--- src/rtl/lpb_pkg.sv ---
package lpb_pkg;

  typedef enum logic [1:0] {
    ST_IDLE   = 2'd0,
    ST_SETUP  = 2'd1,
    ST_ACCESS = 2'd2,
    ST_RESP   = 2'd3
  } lpb_state_e;

  localparam logic [1:0] RSP_OKAY   = 2'b00;
  localparam logic [1:0] RSP_SLVERR = 2'b10;
  localparam logic [1:0] RSP_DECERR = 2'b11;

  // width of the peripheral index field in the address
  localparam int IDX_W = 4;

endpackage

--- src/rtl/lpb_hold.sv ---
// One-entry holding stage for a valid/ready request channel.
module lpb_hold #(
  parameter int W = 8
) (
  input  logic         clk,
  input  logic         rst_n,
  input  logic         in_valid,
  output logic         in_ready,
  input  logic [W-1:0] in_data,
  input  logic         take,
  output logic         full,
  output logic [W-1:0] data
);

  assign in_ready = !full;

  always_ff @(posedge clk) begin
    if (!rst_n) begin
      full <= 1'b0;
      data <= '0;
    end else if (in_valid && !full) begin
      full <= 1'b1;
      data <= in_data;
    end else if (take) begin
      full <= 1'b0;
    end
  end

endmodule

--- src/rtl/lpb_decode.sv ---
// Splits an address into peripheral index and offset and checks the window.
module lpb_decode
  import lpb_pkg::*;
#(
  parameter int              ADDR_W   = 32,
  parameter int              OFFSET_W = 12,
  parameter int              NUM_SLV  = 4,
  parameter logic [ADDR_W-1:0] WIN_BASE = '0
) (
  input  logic [ADDR_W-1:0]   addr,
  output logic [IDX_W-1:0]    idx,
  output logic [OFFSET_W-1:0] offset,
  output logic                hit
);

  localparam int UP_W = ADDR_W - OFFSET_W - IDX_W;
  localparam logic [IDX_W:0] SLV_LIM = (IDX_W+1)'(NUM_SLV);

  logic win_ok;

  assign idx    = addr[OFFSET_W +: IDX_W];
  assign offset = addr[OFFSET_W-1:0];

  generate
    if (UP_W > 0) begin : g_win
      assign win_ok = (addr[ADDR_W-1 -: UP_W] == WIN_BASE[ADDR_W-1 -: UP_W]);
    end else begin : g_nowin
      assign win_ok = 1'b1;
    end
  endgenerate

  assign hit = win_ok && ({1'b0, idx} < SLV_LIM);

endmodule

--- src/rtl/lpb_seq.sv ---
// Arbitration and APB phase sequencing for one transaction at a time.
module lpb_seq
  import lpb_pkg::*;
#(
  parameter int                ADDR_W   = 32,
  parameter int                DATA_W   = 32,
  parameter int                NUM_SLV  = 4,
  parameter int                OFFSET_W = 12,
  parameter logic [ADDR_W-1:0] WIN_BASE = '0,
  localparam int               STRB_W   = DATA_W / 8
) (
  input  logic                      clk,
  input  logic                      rst_n,
  input  logic                      wr_pend,
  input  logic                      rd_pend,
  input  logic [ADDR_W-1:0]         wr_addr,
  input  logic [ADDR_W-1:0]         rd_addr,
  input  logic [DATA_W-1:0]         wr_data,
  input  logic [STRB_W-1:0]         wr_strb,
  output logic                      take_wr,
  output logic                      take_rd,
  output logic [NUM_SLV-1:0]        psel,
  output logic                      penable,
  output logic                      pwrite,
  output logic [OFFSET_W-1:0]       paddr,
  output logic [DATA_W-1:0]         pwdata,
  output logic [STRB_W-1:0]         pstrb,
  input  logic [NUM_SLV*DATA_W-1:0] prdata,
  input  logic [NUM_SLV-1:0]        pready,
  input  logic [NUM_SLV-1:0]        pslverr,
  output logic                      bvalid,
  input  logic                      bready,
  output logic [1:0]                bresp,
  output logic                      rvalid,
  input  logic                      rready,
  output logic [1:0]                rresp,
  output logic [DATA_W-1:0]         rdata
);

  lpb_state_e          state;
  logic                is_wr;
  logic                last_wr;
  logic [IDX_W-1:0]    cur_idx;
  logic [OFFSET_W-1:0] cur_off;
  logic [DATA_W-1:0]   cur_data;
  logic [STRB_W-1:0]   cur_strb;
  logic [1:0]          rsp_q;
  logic [DATA_W-1:0]   rdat_q;

  logic                grant_wr, grant_rd;
  logic [ADDR_W-1:0]   sel_addr;
  logic [IDX_W-1:0]    nxt_idx;
  logic [OFFSET_W-1:0] nxt_off;
  logic                nxt_hit;
  logic                active;
  logic                sel_ready, sel_err;
  logic [DATA_W-1:0]   sel_rdata;

  // alternate when both kinds wait; write first out of reset
  assign grant_wr = (state == ST_IDLE) && wr_pend && (!rd_pend || !last_wr);
  assign grant_rd = (state == ST_IDLE) && rd_pend && !grant_wr;
  assign take_wr  = grant_wr;
  assign take_rd  = grant_rd;
  assign sel_addr = grant_wr ? wr_addr : rd_addr;

  lpb_decode #(
    .ADDR_W  (ADDR_W),
    .OFFSET_W(OFFSET_W),
    .NUM_SLV (NUM_SLV),
    .WIN_BASE(WIN_BASE)
  ) u_dec (
    .addr  (sel_addr),
    .idx   (nxt_idx),
    .offset(nxt_off),
    .hit   (nxt_hit)
  );

  assign active = (state == ST_SETUP) || (state == ST_ACCESS);

  generate
    for (genvar g = 0; g < NUM_SLV; g++) begin : g_sel
      assign psel[g] = active && (cur_idx == IDX_W'(g));
    end
  endgenerate

  always_comb begin
    sel_ready = 1'b0;
    sel_err   = 1'b0;
    sel_rdata = '0;
    for (int i = 0; i < NUM_SLV; i++) begin
      if (cur_idx == IDX_W'(i)) begin
        sel_ready = pready[i];
        sel_err   = pslverr[i];
        sel_rdata = prdata[i*DATA_W +: DATA_W];
      end
    end
  end

  always_ff @(posedge clk) begin
    if (!rst_n) begin
      state    <= ST_IDLE;
      is_wr    <= 1'b0;
      last_wr  <= 1'b0;
      cur_idx  <= '0;
      cur_off  <= '0;
      cur_data <= '0;
      cur_strb <= '0;
      rsp_q    <= RSP_OKAY;
      rdat_q   <= '0;
    end else begin
      case (state)
        ST_IDLE: begin
          if (grant_wr || grant_rd) begin
            is_wr    <= grant_wr;
            last_wr  <= grant_wr;
            cur_idx  <= nxt_idx;
            cur_off  <= nxt_off;
            cur_data <= grant_wr ? wr_data : '0;
            cur_strb <= grant_wr ? wr_strb : '0;
            rdat_q   <= '0;
            if (nxt_hit) begin
              state <= ST_SETUP;
            end else begin
              rsp_q <= RSP_DECERR;
              state <= ST_RESP;
            end
          end
        end
        ST_SETUP: state <= ST_ACCESS;
        ST_ACCESS: begin
          if (sel_ready) begin
            rsp_q  <= sel_err ? RSP_SLVERR : RSP_OKAY;
            rdat_q <= is_wr ? '0 : sel_rdata;
            state  <= ST_RESP;
          end
        end
        ST_RESP: begin
          if ((is_wr && bready) || (!is_wr && rready)) state <= ST_IDLE;
        end
        default: state <= ST_IDLE;
      endcase
    end
  end

  assign penable = (state == ST_ACCESS);
  assign pwrite  = is_wr;
  assign paddr   = cur_off;
  assign pwdata  = cur_data;
  assign pstrb   = cur_strb;
  assign bvalid  = (state == ST_RESP) && is_wr;
  assign rvalid  = (state == ST_RESP) && !is_wr;
  assign bresp   = rsp_q;
  assign rresp   = rsp_q;
  assign rdata   = rdat_q;

endmodule

--- src/rtl/axil_periph_bridge.sv ---
module axil_periph_bridge
  import lpb_pkg::*;
#(
  parameter int                ADDR_W   = 32,
  parameter int                DATA_W   = 32,
  parameter int                NUM_SLV  = 4,
  parameter int                OFFSET_W = 12,
  parameter logic [ADDR_W-1:0] WIN_BASE = 32'h4000_0000,
  localparam int               STRB_W   = DATA_W / 8
) (
  input  logic                      clk,
  input  logic                      rst_n,
  input  logic [ADDR_W-1:0]         s_awaddr,
  input  logic                      s_awvalid,
  output logic                      s_awready,
  input  logic [DATA_W-1:0]         s_wdata,
  input  logic [STRB_W-1:0]         s_wstrb,
  input  logic                      s_wvalid,
  output logic                      s_wready,
  output logic [1:0]                s_bresp,
  output logic                      s_bvalid,
  input  logic                      s_bready,
  input  logic [ADDR_W-1:0]         s_araddr,
  input  logic                      s_arvalid,
  output logic                      s_arready,
  output logic [DATA_W-1:0]         s_rdata,
  output logic [1:0]                s_rresp,
  output logic                      s_rvalid,
  input  logic                      s_rready,
  output logic [NUM_SLV-1:0]        m_psel,
  output logic                      m_penable,
  output logic                      m_pwrite,
  output logic [OFFSET_W-1:0]       m_paddr,
  output logic [DATA_W-1:0]         m_pwdata,
  output logic [STRB_W-1:0]         m_pstrb,
  input  logic [NUM_SLV*DATA_W-1:0] m_prdata,
  input  logic [NUM_SLV-1:0]        m_pready,
  input  logic [NUM_SLV-1:0]        m_pslverr
);

  logic              aw_full, w_full, ar_full;
  logic              take_wr, take_rd;
  logic [ADDR_W-1:0] aw_q, ar_q;
  logic [DATA_W+STRB_W-1:0] w_q;

  lpb_hold #(.W(ADDR_W)) u_aw_hold (
    .clk(clk), .rst_n(rst_n),
    .in_valid(s_awvalid), .in_ready(s_awready), .in_data(s_awaddr),
    .take(take_wr), .full(aw_full), .data(aw_q)
  );

  lpb_hold #(.W(DATA_W+STRB_W)) u_w_hold (
    .clk(clk), .rst_n(rst_n),
    .in_valid(s_wvalid), .in_ready(s_wready), .in_data({s_wdata, s_wstrb}),
    .take(take_wr), .full(w_full), .data(w_q)
  );

  lpb_hold #(.W(ADDR_W)) u_ar_hold (
    .clk(clk), .rst_n(rst_n),
    .in_valid(s_arvalid), .in_ready(s_arready), .in_data(s_araddr),
    .take(take_rd), .full(ar_full), .data(ar_q)
  );

  lpb_seq #(
    .ADDR_W  (ADDR_W),
    .DATA_W  (DATA_W),
    .NUM_SLV (NUM_SLV),
    .OFFSET_W(OFFSET_W),
    .WIN_BASE(WIN_BASE)
  ) u_seq (
    .clk    (clk),
    .rst_n  (rst_n),
    .wr_pend(aw_full && w_full),
    .rd_pend(ar_full),
    .wr_addr(aw_q),
    .rd_addr(ar_q),
    .wr_data(w_q[DATA_W+STRB_W-1:STRB_W]),
    .wr_strb(w_q[STRB_W-1:0]),
    .take_wr(take_wr),
    .take_rd(take_rd),
    .psel   (m_psel),
    .penable(m_penable),
    .pwrite (m_pwrite),
    .paddr  (m_paddr),
    .pwdata (m_pwdata),
    .pstrb  (m_pstrb),
    .prdata (m_prdata),
    .pready (m_pready),
    .pslverr(m_pslverr),
    .bvalid (s_bvalid),
    .bready (s_bready),
    .bresp  (s_bresp),
    .rvalid (s_rvalid),
    .rready (s_rready),
    .rresp  (s_rresp),
    .rdata  (s_rdata)
  );

endmodule

--- config.mk ---
export PLATFORM = sky130hd
export DESIGN_NAME = axil_periph_bridge
export DESIGN_NICKNAME = d
export VERILOG_FILES = /design/src/rtl/lpb_pkg.sv /design/src/rtl/lpb_hold.sv /design/src/rtl/lpb_decode.sv /design/src/rtl/lpb_seq.sv /design/src/rtl/axil_periph_bridge.sv
export SDC_FILE = /design/constraint.sdc
export NUM_CORES = 1
export LEC_CHECK = 0
export BUFFER_PORTS_ARGS = -buffer_cell sky130_fd_sc_hd__clkbuf_2
export CORE_AREA = 2 2 131 133
export CTS_CLUSTER_SIZE = 14
export DETAILED_ROUTE_END_ITERATION = 10
export DIE_AREA = 0 0 133 135
export GPL_TIMING_DRIVEN = 0
export PLACE_DENSITY = 0.83
export SYNTH_ARGS = -nofsm -noshare
export SYNTH_HDL_FRONTEND = slang
export SYNTH_SLANG_ARGS = --single-unit
export TNS_END_PERCENT = 50
--- constraint.sdc ---
create_clock -name clk -period 4.99 [get_ports clk]
set_clock_uncertainty 0.15 [all_clocks]
set_input_delay 0.998 -clock clk [delete_from_list [all_inputs] [get_ports clk]]
set_output_delay 0.998 -clock clk [all_outputs]
set_load 0.02 [all_outputs]
==> results.py, run 1 <==
metrics = {
    "run_status": {
        "status": "complete, no violations",
    },
    "critical_path": {
        "crit_top_cell": "buf_2",
        "crit_arrival_ns": 2.52,
        "cp_slowest_cell": "buf_1",
        "path_cells": "buf_2, buf_2, buf_1, nor3b_1, clkbuf_2",
        "critical_path.max_fanout": 10,
        "worst-setup-path-type": "reg2out",
        "required_ns": 3.84,
        "end_kind": "output port",
        "slowest_delay_ns": 0.56,
        "start_kind": "register",
    },
    "power": {
        "peakVddDrop_mv": 0.2184,
        "power_uw": 4223,
        "power.density_mw_per_mm2": 400.6,
        "p_leak_uw": 0.004460,
    },
    "clock_tree": {
        "cts_tree": "built",
        "clock_latency_ns": 0.43,
        "cts_resized": 0,
        "cts.path.max_buffers": 2,
        "cts.clk_slew.worst_paths_ns": 0.07,
        "cts.htree.levels": 4,
        "cts_sinks": 192,
        "cts_inserted_buffers": 17,
        "post-cts-setup-buffers": 0,
        "cts_hold_buf": 0,
        "cts_root_buf": "clkbuf_16",
    },
    "sta": {
        "period_share_pct": 73.48,
        "min_period_ns": 3.667,
        "fmax_mhz": 272.7,
        "setup_tns_ns": 0,
        "final-max-slew-violation-count": 0,
        "layout_setup_ws_ns": 1.323,
        "relSlewSlack_pct": 43.84,
        "setup_violations": 0,
        "holdWs_ns": 0.3049,
        "rsz0062_at_grt": "no",
        "worstMarginPinSlew_ns": 0.8347,
        "hold_viol_final": 0,
    },
    "yosys": {
        "synthesis.area_mm2": 0.008004,
        "yosys_warnings": 0,
        "syn_nets": 1194,
        "async_reset_ff_share_pct": 0,
        "synth_seq_area_share_pct": 48.02,
        "syn_avg_cell_area_um2": 8.452,
        "ys_types": 41,
        "syn_inst": 947,
        "synthFlopType": "dfxtp_1",
        "ys_seq_elements": 192,
        "synth_edf_count": 0,
    },
    "min_path": {
        "hold_path.class": "reg2reg",
    },
    "layout": {
        "nets": 1550,
        "final_cell_mix": "clkbuf_2 (337), nand2_1 (228), dfxtp_1 (192)",
        "drive_above_1_share_pct": 31.46,
        "area_delta_synth_final_pct": 31.70,
        "final_common_cell": "clkbuf_2",
    },
    "global_routing": {
        "grt_pass1_vias": 8333,
        "grt_start_max_net_pins": 17,
        "globalRouteOverflowTotal": 0,
        "grt_usage_pct": 30.09,
        "grt_pass1_wl_um": 42240,
        "antenna_found_initial": 1,
    },
    "floorplanning": {
        "die_h_um": 135,
        "ios": 338,
        "start_util_pct": 48.78,
        "die_x_um": 133,
        "dieArea_mm2": 0.01796,
        "rows": 47,
        "core_mm2": 0.01641,
    },
    "detailed_routing": {
        "wl_um": 27690,
        "drc": 0,
        "via_per_inst": 5.578,
        "drt-initial-drc-count": 480,
        "ant_nets": 0,
        "vias": 8579,
        "drtPass1Iterations": 5,
        "wl_per_cell_um": 18.00,
    },
    "placement": {
        "post-place-ws_ns": 1.759,
        "io_buffers": 337,
        "place.gp.congestion": 0.9186,
        "place_hpwl_um": 21520,
    },
    "flow_run": {
        "maxCapViolations": 0,
    },
}
-- cells in the mapped netlist (12+ instances only) --
cell type    n  area, um^2
nand2_1    228       855.8
o21ai_0     47       235.2
nor2_1      60       225.2
mux4_2      22       495.5
or4_1       12       90.09
dfxtp_1    192        3844
clkbuf_1    70       262.8
a311oi_1    18       157.7
a21oi_1    134       670.6
nand3_1     16       80.08
nand4_1     22       137.6
a22oi_1     37       277.8
-- per-layer routing --
metal	vias up	wire, um	global-route usage, %
met2	419	13880	53.40
met5	-	0	0
li1	4053	-	-
met3	94	2317	8.483
met1	4013	10080	32.24
met4	0	1413	17.20
-- report_power, final --
part           total, uW  leakage [uW]  switching, uW  internal, uW
combinational       1150       0.00262            750           398
clock               1340      0.000275            602           742
sequential          1730       0.00157           80.1          1650
total               4220       0.00446           1430          2790
-- sequential cells by signal (all words and copies together), names as in the netlist --
| register | flops |
|---|---|
| u_w_hold.data | 36 |
| u_ar_hold.data | 32 |
| u_aw_hold.data | 32 |
| u_seq.pwdata | 32 |
| u_seq.rdata | 32 |
| u_seq.paddr | 12 |
| u_seq.cur_idx | 4 |
| u_seq.pstrb | 4 |
| u_seq.bresp | 2 |
| u_seq.state | 2 |
| u_ar_hold.full | 1 |
| u_aw_hold.full | 1 |
| u_seq.pwrite | 1 |
| u_w_hold.full | 1 |
-- per-stage QoR --
stage               utilization (%)  cells  cell area (um^2)
finish                        64.25   1538             10540
floorplan                         -    947              8004
CTS                           64.22   1536             10540
global route                  64.23   1537             10540
detailed placement            60.74   1504              9966
global placement              60.74   1504              9966
-- final cells by class --
class,instances,area (um^2)
Inverter,9,33.78
Fill cell,1432,5866
Clock buffer,20,436.7
Buffer,86,357.8
Tap cell,220,275.3
Clock inverter,12,133.9
Multi-Input combinational cell,660,3769
Antenna cell,2,5.005
Sequential cell,192,3844
Timing Repair Buffer,337,1687
-- worst max-delay path, delay by kind of cell, from the launching register on --
family / cells / cell delay, ns
DFF: 1 / 0.43
and+or+nand+nor: 1 / 0.26
buffers and inverters: 4 / 1.40
-- kinds of logic after synthesis --
family | Yosys count | share of synthesized area, %
buf+inv | 95 | 4.893
compound gates | 257 | 18.92
mux | 37 | 8.238
fa+ha+maj | 4 | 0.6253
flops | 192 | 48.02
simple gates | 362 | 19.31
-- path summary, 6_finish.rpt --
check	startpoint	end	slack, ns	cells after the start
worst min register to register	u_w_hold.data[14]$_SDFFE_PN0P_	u_w_hold.data[14]$_SDFFE_PN0P_	0.30	2
worst min-delay path	u_w_hold.data[14]$_SDFFE_PN0P_	u_w_hold.data[14]$_SDFFE_PN0P_	0.30	2
worst max register to register	u_seq.state[0]$_SDFFE_PN0P_	u_seq.rdata[25]$_SDFFE_PN0P_	2.05	8
worst max-delay path	u_seq.cur_idx[1]$_SDFFE_PN0P_	m_psel[2]	1.32	5
No activity file was read; power rests on OpenSTA's default activity.
==> run 2: changes to the inputs <==
--- a/config.mk
+++ b/config.mk
@@ -6,12 +6,12 @@
 export NUM_CORES = 1
 export LEC_CHECK = 0
 export BUFFER_PORTS_ARGS = -buffer_cell sky130_fd_sc_hd__clkbuf_2
-export CORE_AREA = 2 2 131 133
+export CORE_MARGIN = 2
+export CORE_UTILIZATION = 43
 export CTS_CLUSTER_SIZE = 14
 export DETAILED_ROUTE_END_ITERATION = 10
-export DIE_AREA = 0 0 133 135
 export GPL_TIMING_DRIVEN = 0
-export PLACE_DENSITY = 0.83
+export PLACE_DENSITY = 0.78
 export SYNTH_ARGS = -nofsm -noshare
 export SYNTH_HDL_FRONTEND = slang
 export SYNTH_SLANG_ARGS = --single-unit
==> constraint.sdc (replaced) <==
create_clock -name clk -period 3.1 [get_ports clk]
set_clock_uncertainty 0.15 [all_clocks]
set_input_delay 0.62 -clock clk [delete_from_list [all_inputs] [get_ports clk]]
set_output_delay 0.62 -clock clk [all_outputs]
set_load 0.02 [all_outputs]
==> run 2 against run 1 <==
  * Register-to-register slack worse by 1.8 ns
  * Flip-flop and latch count unchanged
  * Utilization down 5.5 points
  * Sequential share of layout area down 0.30 points
  * Critical endpoint is now u_seq.rdata[9]$_SDFFE_PN0P_
  * Highest routed layer unchanged
==> results.py, run 2 (synthesized netlist as in run 1, its figures left out) <==
metrics = {
    "flow_run": {
        "maxCapViolations": 0,
    },
    "layout": {
        "drive_above_1_share_pct": 31.71,
        "area_delta_synth_final_pct": 32.78,
        "nets": 1549,
        "nFillCells": 1668,
        "final_cell_mix": "clkbuf_2 (337), nand2_1 (228), dfxtp_1 (192)",
        "regMostFlops": "u_w_hold.data",
        "final_common_cell": "clkbuf_2",
        "final_core_util_pct": 58.76,
        "largest_register_ffs": 36,
    },
    "critical_path": {
        "cp_slowest_cell": "nor4_1",
        "crit_top_cell": "inv_1",
        "critical_path.max_fanout": 10,
        "worst-setup-path-type": "reg2reg",
        "required_ns": 3.31,
        "end_kind": "register",
        "r2r-start": "u_seq.state[0]$_SDFFE_PN0P_",
        "crit_arrival_ns": 3.08,
        "crit_family": "simple AND/OR/NAND/NOR gates",
        "path_cells": "inv_1, ha_1, inv_1, nor4_1, clkbuf_1, o21ai_0, or4_1, a21oi_1",
        "r2r_cells": 8,
        "start_kind": "register",
        "crit_buf_inv": 3,
        "worstReg2RegEnd": "u_seq.rdata[9]$_SDFFE_PN0P_",
        "slowest_delay_ns": 0.70,
        "ff2ff_setup_slack_ns": 0.23,
    },
    "clock_tree": {
        "post-cts-setup-buffers": 0,
        "cts.clk_slew.worst_paths_ns": 0.07,
        "cts_resized": 0,
        "cts_root_buf": "clkbuf_16",
        "cts_tree": "built",
        "cts.path.max_buffers": 2,
        "clock_latency_ns": 0.43,
        "cts_hold_buf": 0,
        "cts.htree.levels": 4,
        "cts_inserted_buffers": 17,
        "cts_sinks": 192,
    },
    "detailed_routing": {
        "drt-initial-drc-count": 439,
        "drc": 0,
        "vias": 8342,
        "via_per_inst": 5.396,
        "ant_nets": 0,
        "wl_um": 27100,
        "wl_per_cell_um": 17.53,
        "drtPass1Iterations": 5,
    },
    "min_path": {
        "worstHoldEndpoint": "u_w_hold.data[10]$_SDFFE_PN0P_",
        "worstHoldPathCells": 3,
        "min_from": "s_wdata[6]",
        "hold_path.class": "in2reg",
    },
    "global_routing": {
        "globalRouteOverflowTotal": 0,
        "antenna_found_initial": 3,
        "grt_usage_pct": 27.05,
        "grt_pass1_wl_um": 42100,
        "grt_start_max_net_pins": 20,
        "grt_pass1_vias": 8103,
    },
    "floorplanning": {
        "die_x_um": 140.4,
        "core_mm2": 0.01809,
        "start_util_pct": 44.25,
        "dieArea_mm2": 0.01972,
        "rows": 49,
        "die_h_um": 140.4,
        "ios": 338,
    },
    "sta": {
        "hold_viol_final": 0,
        "relSlewSlack_pct": 40.28,
        "fmax_mhz": 348.9,
        "final-max-slew-violation-count": 0,
        "setup_violations": 0,
        "setup_tns_ns": 0,
        "period_share_pct": 92.45,
        "worstMarginPinSlew_ns": 0.8876,
        "min_period_ns": 2.866,
        "rsz0062_at_grt": "no",
    },
    "placement": {
        "place.gp.congestion": 0.8791,
        "io_buffers": 337,
        "place_hpwl_um": 21260,
    },
    "run_status": {
        "status": "complete, no violations",
    },
    "power": {
        "peakVddDrop_mv": 0.3927,
        "power.density_mw_per_mm2": 659.9,
        "p_leak_uw": 0.004493,
    },
}
## run 2: metrics by stage
stage / setup WS [ns] / instance area, um^2 / cells / hold WS [ns] / total power [uW]
after global routing: 0.005606 / 10630 / 1546 / 0.2458 / 7341
after detailed placement: 0.3137 / 9977 / 1513 / 0.2962 / 4647
after floorplan: 0.6641 / 8004 / 947 / 0.2808 / 3970
final: 0.2341 / 10630 / 1546 / 0.2502 / 7013
after CTS: 0.2797 / 10620 / 1544 / 0.2347 / 7033
after global placement: 0.3635 / 9977 / 1513 / 0.2899 / 4622
## run 2: layout make-up
| cell class | count | area (um^2) | share of cell area [%] |
|---|---|---|---|
| clock inverter | 15 | 224.0 | 2.107 |
| timing repair buffer | 337 | 1687 | 15.87 |
| buffer | 85 | 354.1 | 3.332 |
| antenna | 2 | 5.005 | 0.04709 |
| multi-input combinational | 660 | 3769 | 35.46 |
| sequential | 192 | 3844 | 36.17 |
| clock buffer | 17 | 425.4 | 4.003 |
| inverter | 9 | 33.78 | 0.3179 |
| tap | 229 | 286.5 | 2.696 |
## run 2: worst max-delay path by stage
| stage | start | end | cells after the start | slack [ns] |
|---|---|---|---|---|
| after floorplan | u_seq.cur_idx[1]$_SDFFE_PN0P_ | m_psel[2] | 4 | 0.66 |
| after global placement | u_seq.state[0]$_SDFFE_PN0P_ | u_seq.rdata[29]$_SDFFE_PN0P_ | 8 | 0.36 |
| after detailed placement | u_seq.state[0]$_SDFFE_PN0P_ | u_seq.rdata[9]$_SDFFE_PN0P_ | 8 | 0.31 |
| after CTS | u_seq.state[0]$_SDFFE_PN0P_ | u_seq.rdata[9]$_SDFFE_PN0P_ | 8 | 0.28 |
| after global routing | u_seq.state[0]$_SDFFE_PN0P_ | u_seq.rdata[16]$_SDFFE_PN0P_ | 8 | 0.006 |
| final | u_seq.state[0]$_SDFFE_PN0P_ | u_seq.rdata[9]$_SDFFE_PN0P_ | 8 | 0.23 |
## run 2: routing by layer
metal,track usage (%),routed length [um]
met5,0,0
met4,11.38,959
met3,7.043,2064
met2,48.32,13710
met1,30.58,10360
## run 2: worst min-delay path: cells and delay by family
kind	cells	cell delay [ns]
buf+inv	1	0.08
compound gates	1	0.05
simple gates	1	0.04
## run 2: where the power goes
| part | switching [uW] | internal (uW) |
|---|---|---|
| logic | 1190 | 640 |
| clock network | 1020 | 1380 |
| registers | 126 | 2660 |
